**src/rtl/mpr_pkg.sv**
```systemverilog
package mpr_pkg;
    localparam int ADDR_W = 32;
    localparam int NREG   = 8;
    localparam int IDX_W  = $clog2(NREG);
    localparam int SZ_W   = 6;
    localparam int MIN_SZ = 5;

    typedef enum logic [1:0] {
        MT_NORMAL = 2'b00,
        MT_DEVICE = 2'b01,
        MT_STRONG = 2'b10,
        MT_RSVD   = 2'b11
    } mtype_e;

    typedef enum logic [2:0] {
        AP_NONE    = 3'b000,
        AP_PRIV_RW = 3'b001,
        AP_USER_RO = 3'b010,
        AP_FULL    = 3'b011,
        AP_RSV4    = 3'b100,
        AP_RSV5    = 3'b101,
        AP_RO_A    = 3'b110,
        AP_RO_B    = 3'b111
    } perm_e;

    typedef struct packed {
        perm_e  perm;
        logic   xn;
        mtype_e mtype;
        logic   share;
    } attr_t;

    typedef struct packed {
        logic              on;
        logic [ADDR_W-1:0] base;
        logic [SZ_W-1:0]   size;
        attr_t             attr;
    } region_t;

    typedef struct packed {
        logic             hit;
        logic [IDX_W-1:0] idx;
        attr_t            attr;
    } resolve_t;

    function automatic logic [SZ_W-1:0] clamp_size(input logic [SZ_W-1:0] s);
        if (int'(s) < MIN_SZ) return SZ_W'(MIN_SZ);
        if (int'(s) > ADDR_W) return SZ_W'(ADDR_W);
        return s;
    endfunction

    // Ones in every bit position at or above the size exponent.
    function automatic logic [ADDR_W-1:0] size_mask(input logic [SZ_W-1:0] s);
        logic [ADDR_W-1:0] m;
        m = '0;
        for (int b = 0; b < ADDR_W; b++)
            if (b >= int'(s)) m[b] = 1'b1;
        return m;
    endfunction

    function automatic logic perm_allows(input perm_e p, input logic priv, input logic wr);
        case (p)
            AP_PRIV_RW:       return priv;
            AP_USER_RO:       return priv | ~wr;
            AP_FULL:          return 1'b1;
            AP_RO_A, AP_RO_B: return ~wr;
            default:          return 1'b0;
        endcase
    endfunction
endpackage

```
**src/rtl/mpr_perm_check.sv**
```systemverilog
module mpr_perm_check
    import mpr_pkg::*;
(
    input  logic   chk_en,
    input  logic   hit,
    input  attr_t  attr,
    input  logic   is_write,
    input  logic   is_instr,
    input  logic   is_priv,
    output logic   fault,
    output mtype_e mtype,
    output logic   share
);
    logic eff_write;

    always_comb begin
        eff_write = is_write & ~is_instr;
        if (!chk_en)
            fault = 1'b0;
        else if (!hit)
            fault = ~is_priv;
        else
            fault = ~perm_allows(attr.perm, is_priv, eff_write) | (is_instr & attr.xn);

        if (chk_en && hit) begin
            mtype = attr.mtype;
            share = attr.share | (attr.mtype == MT_STRONG);
        end else begin
            mtype = MT_NORMAL;
            share = 1'b0;
        end
    end
endmodule

```
**config.mk**
```make
export PLATFORM = sky130hd
export DESIGN_NAME = mpr_perm_check
export DESIGN_NICKNAME = d
export VERILOG_FILES = /design/src/rtl/mpr_pkg.sv /design/src/rtl/mpr_perm_check.sv
export SDC_FILE = /design/constraint.sdc
export NUM_CORES = 1
export LEC_CHECK = 0
export BUFFER_PORTS_ARGS = -buffer_cell sky130_fd_sc_hd__buf_2
export CAP_MARGIN = 5
export CORE_AREA = 2 2 39 41
export DETAILED_ROUTE_END_ITERATION = 8
export DIE_AREA = 0 0 41 43
export PLACE_DENSITY = 0.39
export SLEW_MARGIN = 15
export SYNTH_ARGS = -nofsm -noshare
export SYNTH_HDL_FRONTEND = slang
export SYNTH_SLANG_ARGS = --single-unit
export TNS_END_PERCENT = 100
```
**constraint.sdc**
```tcl
create_clock -name vclk -period 0.8
set_clock_uncertainty 0.05 [all_clocks]
set_input_delay 0.08 -clock vclk [all_inputs]
set_output_delay 0.08 -clock vclk [all_outputs]
set_load 0.1 [all_outputs]
```
==> run summary, run 1 <==
Final Hold Viols - 0
Synth Instances - 14
Leak - 0.168 nW
pwr dens - 730 nW/um^2
Seq cells - 0
Iteration-0 DRC Markers - 1
Chip Height - 43 um
filler cell count - 151
Max-slew headroom - 85.9%
CORE AREA - 1380 um^2
FP Rows - 14
dpl cell area - 294 um^2
Mapped Nets - 26
unrepaired setup endpoints after global routing - yes
DIE AREA - 1760 um^2
Detailed Route WL - 380 um
initial cell density of the core - 5.24%
failing checks - setup timing
fraction of layout cells with a size suffix above 1 - 88.2%
post-route cell area - 359 um^2
# placed instances - 50
number of global-route vias before repair - 171
Vias - 177
Overall Global Routing Usage - 4.60%
Hold WC Path Type - input pin to output port
Seq/Total Area, Yosys - 0%
# Post-CTS Setup Buffers - 0
routability cong. - 0.590
peak supply drop - 0.267 mV
Setup TNS - -0.119 ns
crit end category - output port
drt pass-1 iters - 3
IO Count - 16
Die W - 41 um
DP Wirelength - 327 um
synth warn - 0
port bufs - 16
Setup-failing EPs final - 1
Max-Cap Viols - 0
CLK BUF - 0
Synth Area per Inst - 5.18 um^2
Residual DRC - 0
Slew Viols, Final - 0
first-pass GRT wire length - 627 um
DR vias/cell - 3.54
grt ovf - 0
Layout Area Growth over Synthesis - 395%
Final WS setup - -0.119 ns
Startpoint Class - input pin
Max FO, Critical Path - 2
minimum clock period - 0.919 ns
worst path arrival time - 0.79 ns
commonest non-fill, non-tap cell in the layout - buf_2
status - finished with violations
crit share post-route - 115%
initial antenna violation count - 0
Final nets - 48
largest net degree at the start of global routing - 5
Avg WL per Cell - 7.60 um
Distinct cells, synth - 11
ant diodes - 0
area occupied by multi-input gates - 130 um^2
Crit Path Class - input pin to output port
commonest non-fill, non-tap cells in the layout - buf_2, buf_4, buf_12
Worst EP required - 0.67 ns
final core occ - 25.9%
Final ANT Viol Nets - 0
Post-Layout Cell Count - 50
Max Clk Rate - 1090 MHz
Least-Margin Pin Slew - 0.209 ns
Mapped Area - 72.6 um^2
Sequential Area - 0 um^2
==> per-layer routing <==
metal	vias to the layer above	global-route usage [%]	share of wire, %
li1	93	-	-
met1	71	6.96	47
met2	13	7.19	41
met3	0	0.524	13
met4	0	0	0
met5	-	0	0
==> cells by family (layout without fill, tap and decap cells) <==
family | count (synthesis) | in the layout | share of synthesized area, %
buf+inv | 1 | 21 | 5.17
simple gates | 7 | 7 | 44.8
compound gates | 6 | 6 | 50.0
==> stage by stage <==
| step | worst slack, ns | total power, mW | hold slack [ns] |
|---|---|---|---|
| 3_5_place_dp | -0.159 | 0.228 | 0.517 |
| 6_report | -0.119 | 0.262 | 0.523 |
| 2_1_floorplan | -0.0807 | 0.123 | 0.326 |
| 4_1_cts | -0.130 | 0.244 | 0.530 |
| 5_1_grt | -0.155 | 0.277 | 0.551 |
| 3_3_place_gp | -0.151 | 0.227 | 0.514 |
==> final timing paths <==
check / slack [ns] / depth (start not counted) / startpoint / to
worst min-delay path: 0.52 / 4 / attr[0] / share
worst max-delay path: -0.12 / 5 / attr[4] / fault
==> where the power goes <==
group	total, mW	internal [mW]	switching, mW
combinational	0.262	0.122	0.140
clock	0	0	0
sequential	0	0	0
==> cell type report <==
class                           count  area share [%]
Inverter                            1            1.05
Multi-Input combinational cell     13            36.2
Tap cell                           16            5.57
Timing Repair Buffer               20            57.1
==> Yosys cell counts <==
cell type | count | share of area (%)
a21o_1 | 1 | 10
and3_1 | 1 | 8.6
a22o_1 | 1 | 12
o21ai_1 | 1 | 6.9
nand3_1 | 1 | 6.9
o21ai_0 | 1 | 6.9
a21oi_1 | 2 | 14
nand2_1 | 2 | 10
nor2_1 | 2 | 10
nand2b_1 | 1 | 8.6
inv_1 | 1 | 5.2
==> worst max-delay path, stage by stage <==
cell     delay [ns]
buf_8          0.07
o21ai_2        0.05
a21o_1         0.18
a22o_4         0.25
buf_12         0.16
==> timing repair <==
action,in CTS,in global routing
hold buffers,0,0
setup endpoints to repair,3,2
pin swaps,5,3
gates resized for setup,7,7
hold endpoints to repair,0,0
Note: power is estimated with default switching activity, not from simulation.
==> run 2, diff against run 1 <==
- clock period: 0.8 -> 1.2 ns (I/O delays scaled with it)
==> run summary, run 2 (synthesis gave the netlist of run 1 again) <==
commonest non-fill, non-tap cell in the layout - buf_2
Detailed Route WL - 343 um (-9.7%)
CORE AREA - 1380 um^2 (unchanged)
IO Count - 16 (unchanged)
status - finished, final reports clean
Layout Area Growth over Synthesis - 229%
Final Hold Viols - 0 (unchanged)
crit share post-route - 87.4%
routability cong. - 0.550 (-6.8%)
Final nets - 44 (-8.3%)
Max Clk Rate - 953 MHz
Avg WL per Cell - 7.46 um (-1.9%)
minimum clock period - 1.05 ns
peak supply drop - 0.183 mV (-32%)
hold_sp - attr[1]
Sequential Area - 0 um^2 (unchanged)
Setup-failing EPs final - 0 (-1)
Slew Viols, Final - 0 (unchanged)
initial cell density of the core - 5.24% (unchanged)
Startpoint Class - input pin
DP Wirelength - 315 um (-3.8%)
commonest non-fill, non-tap cells in the layout - buf_2, buf_12, nand2_1, a21oi_1, nor2_2
Vias - 158 (-11%)
Max FO, Critical Path - 3 (+1)
Seq cells - 0 (unchanged)
Residual DRC - 0 (unchanged)
first-pass GRT wire length - 434 um (-31%)
number of global-route vias before repair - 121 (-29%)
worst path arrival time - 0.88 ns (+0.09 ns)
Tot Pwr - 0.130 mW (-50%)
Setup TNS - 0 ns (+0.119 ns)
Die W - 41 um (unchanged)
worst hold slack - 0.567 ns (+0.0439 ns)
Overall Global Routing Usage - 3.40% (-1.2 points)
Hold Path Depth - 4 (unchanged)
dpl cell area - 239 um^2 (-19%)
Hold WC Path Type - input pin to output port
DIE AREA - 1760 um^2 (unchanged)
critical path, cell by cell - buf_2, o21ai_1, a21o_1, a22o_2, buf_12
Least-Margin Pin Slew - 0.150 ns (-0.0594 ns)
crit end category - output port
port bufs - 16 (unchanged)
Final ANT Viol Nets - 0 (unchanged)
cts repair resizes - 0 (-7)
DR vias/cell - 3.43 (-3.0%)
initial antenna violation count - 0 (unchanged)
# Post-CTS Setup Buffers - 0 (unchanged)
# hold bufs at CTS - 0 (unchanged)
ant diodes - 0 (unchanged)
Chip Height - 43 um (unchanged)
Hold EP - mtype[0]
fraction of layout cells with a size suffix above 1 - 63.3% (-25 points)
Max-slew headroom - 89.9% (+4.0 points)
CLK BUF - 0 (unchanged)
Leak - 0.119 nW (-29%)
Max-Cap Viols - 0 (unchanged)
filler cell count - 157 (+4.0%)
unrepaired setup endpoints after global routing - no
drt pass-1 iters - 4 (+1)
slowest stage delay, CP - 0.27 ns (+0.02 ns)
post-route cell area - 239 um^2 (-33%)
Worst EP required - 1.03 ns (+0.36 ns)
pwr dens - 546 nW/um^2 (-25%)
Iteration-0 DRC Markers - 7 (+6)
Crit Path Class - input pin to output port
grt ovf - 0 (unchanged)
FP Rows - 14 (unchanged)
largest net degree at the start of global routing - 5 (unchanged)
CP max stage cell - a22o_2
[run 2: critical path: cells and delay by family]
| family | cells | cell delay [ns] |
|---|---|---|
| AO/OA/AOI/OAI | 3 | 0.49 |
| buffers and inverters | 2 | 0.27 |
[run 2: area by class of cell]
| class | instances | area [um^2] | area share (%) |
|---|---|---|---|
| tap | 16 | 20.0 | 8.38 |
| multi-input combinational | 13 | 75.1 | 31.4 |
| timing repair buffer | 16 | 140 | 58.6 |
| inverter | 1 | 3.75 | 1.57 |
[run 2: metal layers]
metal,GRT usage [%],part of all wire [%],vias up
li1,-,-,84
met1,5.38,52,58
met2,4.69,27,16
met3,1.05,21,0
met4,0,0,0
met5,0,0,-
[run 2: worst max path at each step]
stage,to,from,cells past startpoint
floorplan,share,attr[1],3
global placement,fault,attr[5],5
detailed placement,fault,attr[5],5
CTS,fault,attr[5],5
global route,fault,hit,5
finish,fault,attr[5],5
[run 2: where the power goes]
group | internal, mW | leakage [nW] | switching [mW]
clock network | 0 | 0 | 0
logic | 0.0515 | 0.119 | 0.0790
registers | 0 | 0 | 0
total | 0.0515 | 0.119 | 0.0790
[run 2: through the flow]
| stage | utilization, % | std cells | setup WS, ns |
|---|---|---|---|
| 2_1_floorplan | - | 14 | -0.00634 |
| 3_3_place_gp | 17.3 | 46 | 0.148 |
| 3_5_place_dp | 17.3 | 46 | 0.147 |
| 4_1_cts | 17.3 | 46 | 0.145 |
| 5_1_grt | 17.3 | 46 | 0.0947 |
| 6_report | 17.3 | 46 | 0.151 |
==> run 3, diff against run 2 <==
- ABC_AREA: default -> 1
- PLACE_DENSITY: 0.39 -> 0.4
==> run summary, run 3 <==
Residual DRC - 0 (unchanged)
final core occ - 18.1% (+0.81 points)
Hold WC Path Type - input pin to output port
crit end category - output port
post-synth top area share - 22.4% (+8.6 points)
DIE AREA - 1760 um^2 (unchanged)
Die W - 41 um (unchanged)
Synth Area per Inst - 4.19 um^2 (-19%)
largest net degree at the start of global routing - 4 (-1)
Max FO, Critical Path - 3 (unchanged)
# Post-CTS Setup Buffers - 0 (unchanged)
FP Rows - 14 (unchanged)
status - finished, final reports clean
commonest non-fill, non-tap cells in the layout - buf_2, nand2_1, inv_1
cts repair resizes - 0 (unchanged)
cell taking the most area after synthesis - inv_1
IO Count - 16 (unchanged)
DR vias/cell - 3.08 (-10%)
minimum clock period - 1.01 ns (-0.0349 ns)
first-pass GRT wire length - 565 um (+30%)
Final Hold Viols - 0 (unchanged)
Final ANT Viol Nets - 0 (unchanged)
Hold EP - mtype[1]
Crit Path Class - input pin to output port
Synth Instances - 20 (+6)
Vias - 160 (+1.3%)
crit share post-route - 84.5% (-2.9 points)
number of global-route vias before repair - 158 (+31%)
Final nets - 50 (+14%)
Detailed Route WL - 329 um (-4.1%)
Avg WL per Cell - 6.33 um (-15%)
synth warn - 0 (unchanged)
Mapped Area - 83.8 um^2 (+16%)
Mapped Nets - 32 (+23%)
CORE AREA - 1380 um^2 (unchanged)
area occupied by multi-input gates - 71.3 um^2 (-5.0%)
routability cong. - 0.565 (+2.7%)
CLK BUF - 0 (unchanged)
drt pass-1 iters - 1 (-3)
Setup WS pre-CTS - 0.173 ns (+0.0260 ns)
initial antenna violation count - 0 (unchanged)
hold_sp - attr[2]
Iteration-0 DRC Markers - 0 (-7)
Final WS setup - 0.186 ns (+0.0349 ns)
port bufs - 16 (unchanged)
Sequential Area - 0 um^2 (unchanged)
# hold bufs at CTS - 0 (unchanged)
main area contributors after synthesis - inv_1, nand2_1, nor2_1, a21oi_1, o21ai_0
Startpoint Class - input pin
initial cell density of the core - 6.06% (+0.81 points)
Max Clk Rate - 986 MHz (+3.4%)
Max-slew headroom - 85.4% (-4.6 points)
grt ovf - 0 (unchanged)
unrepaired setup endpoints after global routing - no
worst path arrival time - 0.84 ns (-0.04 ns)
Overall Global Routing Usage - 4.10% (+0.70 points)
Max-Cap Viols - 0 (unchanged)
ant diodes - 0 (unchanged)
filler cell count - 158 (+0.64%)
Worst EP required - 1.03 ns (about the same)
Chip Height - 43 um (unchanged)
fraction of layout cells with a size suffix above 1 - 50.0% (-13 points)
Post-synth top cells - inv_1, nand2_1, nor2_1
Setup-failing EPs final - 0 (unchanged)
Seq cells - 0 (unchanged)
Seq/Total Area, Yosys - 0% (unchanged)
Slew Viols, Final - 0 (unchanged)
peak supply drop - 0.173 mV (-5.4%)
Hold Path Depth - 4 (unchanged)
Least-Margin Pin Slew - 0.217 ns (+0.0679 ns)
Layout Area Growth over Synthesis - 199%
commonest non-fill, non-tap cell in the layout - buf_2
Setup TNS - 0 ns (unchanged)
Distinct cells, synth - 6 (-5)
Leak - 0.139 nW (+17%)
pwr dens - 507 nW/um^2 (-7.2%)
[run 3: cell count changes after synthesis]
cell      delta
a21boi_0     +1
a21o_1       -1
a22o_1       -1
and3_1       -1
inv_1        +4
nand2_1      +3
nand2b_1     -1
nand3_1      -1
nor2_1       +3
o21ai_0      +1
o21ai_1      -1
[run 3: worst max-delay path, cell delays in order]
cell,delay [ns]
buf_2,0.11
nor2_1,0.09
nor2_1,0.04
nand2_1,0.05
nand2_1,0.06
a21oi_2,0.18
buf_12,0.19
[run 3: cell families after synthesis]
kind of cell,Yosys count,share of synthesized area [%]
AND/OR/NAND/NOR,10,44.8
AO/OA/AOI/OAI,5,32.8
buffers and inverters,5,22.4
[run 3: metrics by stage]
step / total power [mW] / hold slack, ns / cell area (um^2) / std cells
floorplan: 0.0716 / 0.460 / 90.1 / 20
global placement: 0.128 / 0.567 / 250 / 52
detailed placement: 0.128 / 0.562 / 250 / 52
CTS: 0.128 / 0.564 / 250 / 52
global route: 0.135 / 0.590 / 250 / 52
finish: 0.127 / 0.560 / 250 / 52
[run 3: layout make-up]
type               count  share of cell area, %
multi-input cells     15                   28.5
well taps             16                   8.00
repair buffers        16                   56.0
inverters              5                   7.50
[run 3: how the worst max path moves through the flow]
stage	startpoint	endpoint	cells past startpoint
2_1_floorplan	chk_en	mtype[0]	2
3_3_place_gp	is_instr	fault	5
3_5_place_dp	is_instr	fault	5
4_1_cts	is_instr	fault	5
5_1_grt	attr[5]	fault	7
6_report	attr[5]	fault	7
[run 3: per-layer routing]
metal | GRT usage, % | part of all wire, % | up-vias
met5 | 0 | 0 | -
met4 | 0 | 0 | 0
met3 | 0 | 6.7 | 0
met2 | 6.56 | 48 | 8
met1 | 6.33 | 45 | 60
li1 | - | - | 92
[run 3: where the power goes]
group | internal (mW) | switching [mW]
clock network | 0 | 0
logic | 0.0486 | 0.0781
registers | 0 | 0
total | 0.0486 | 0.0781
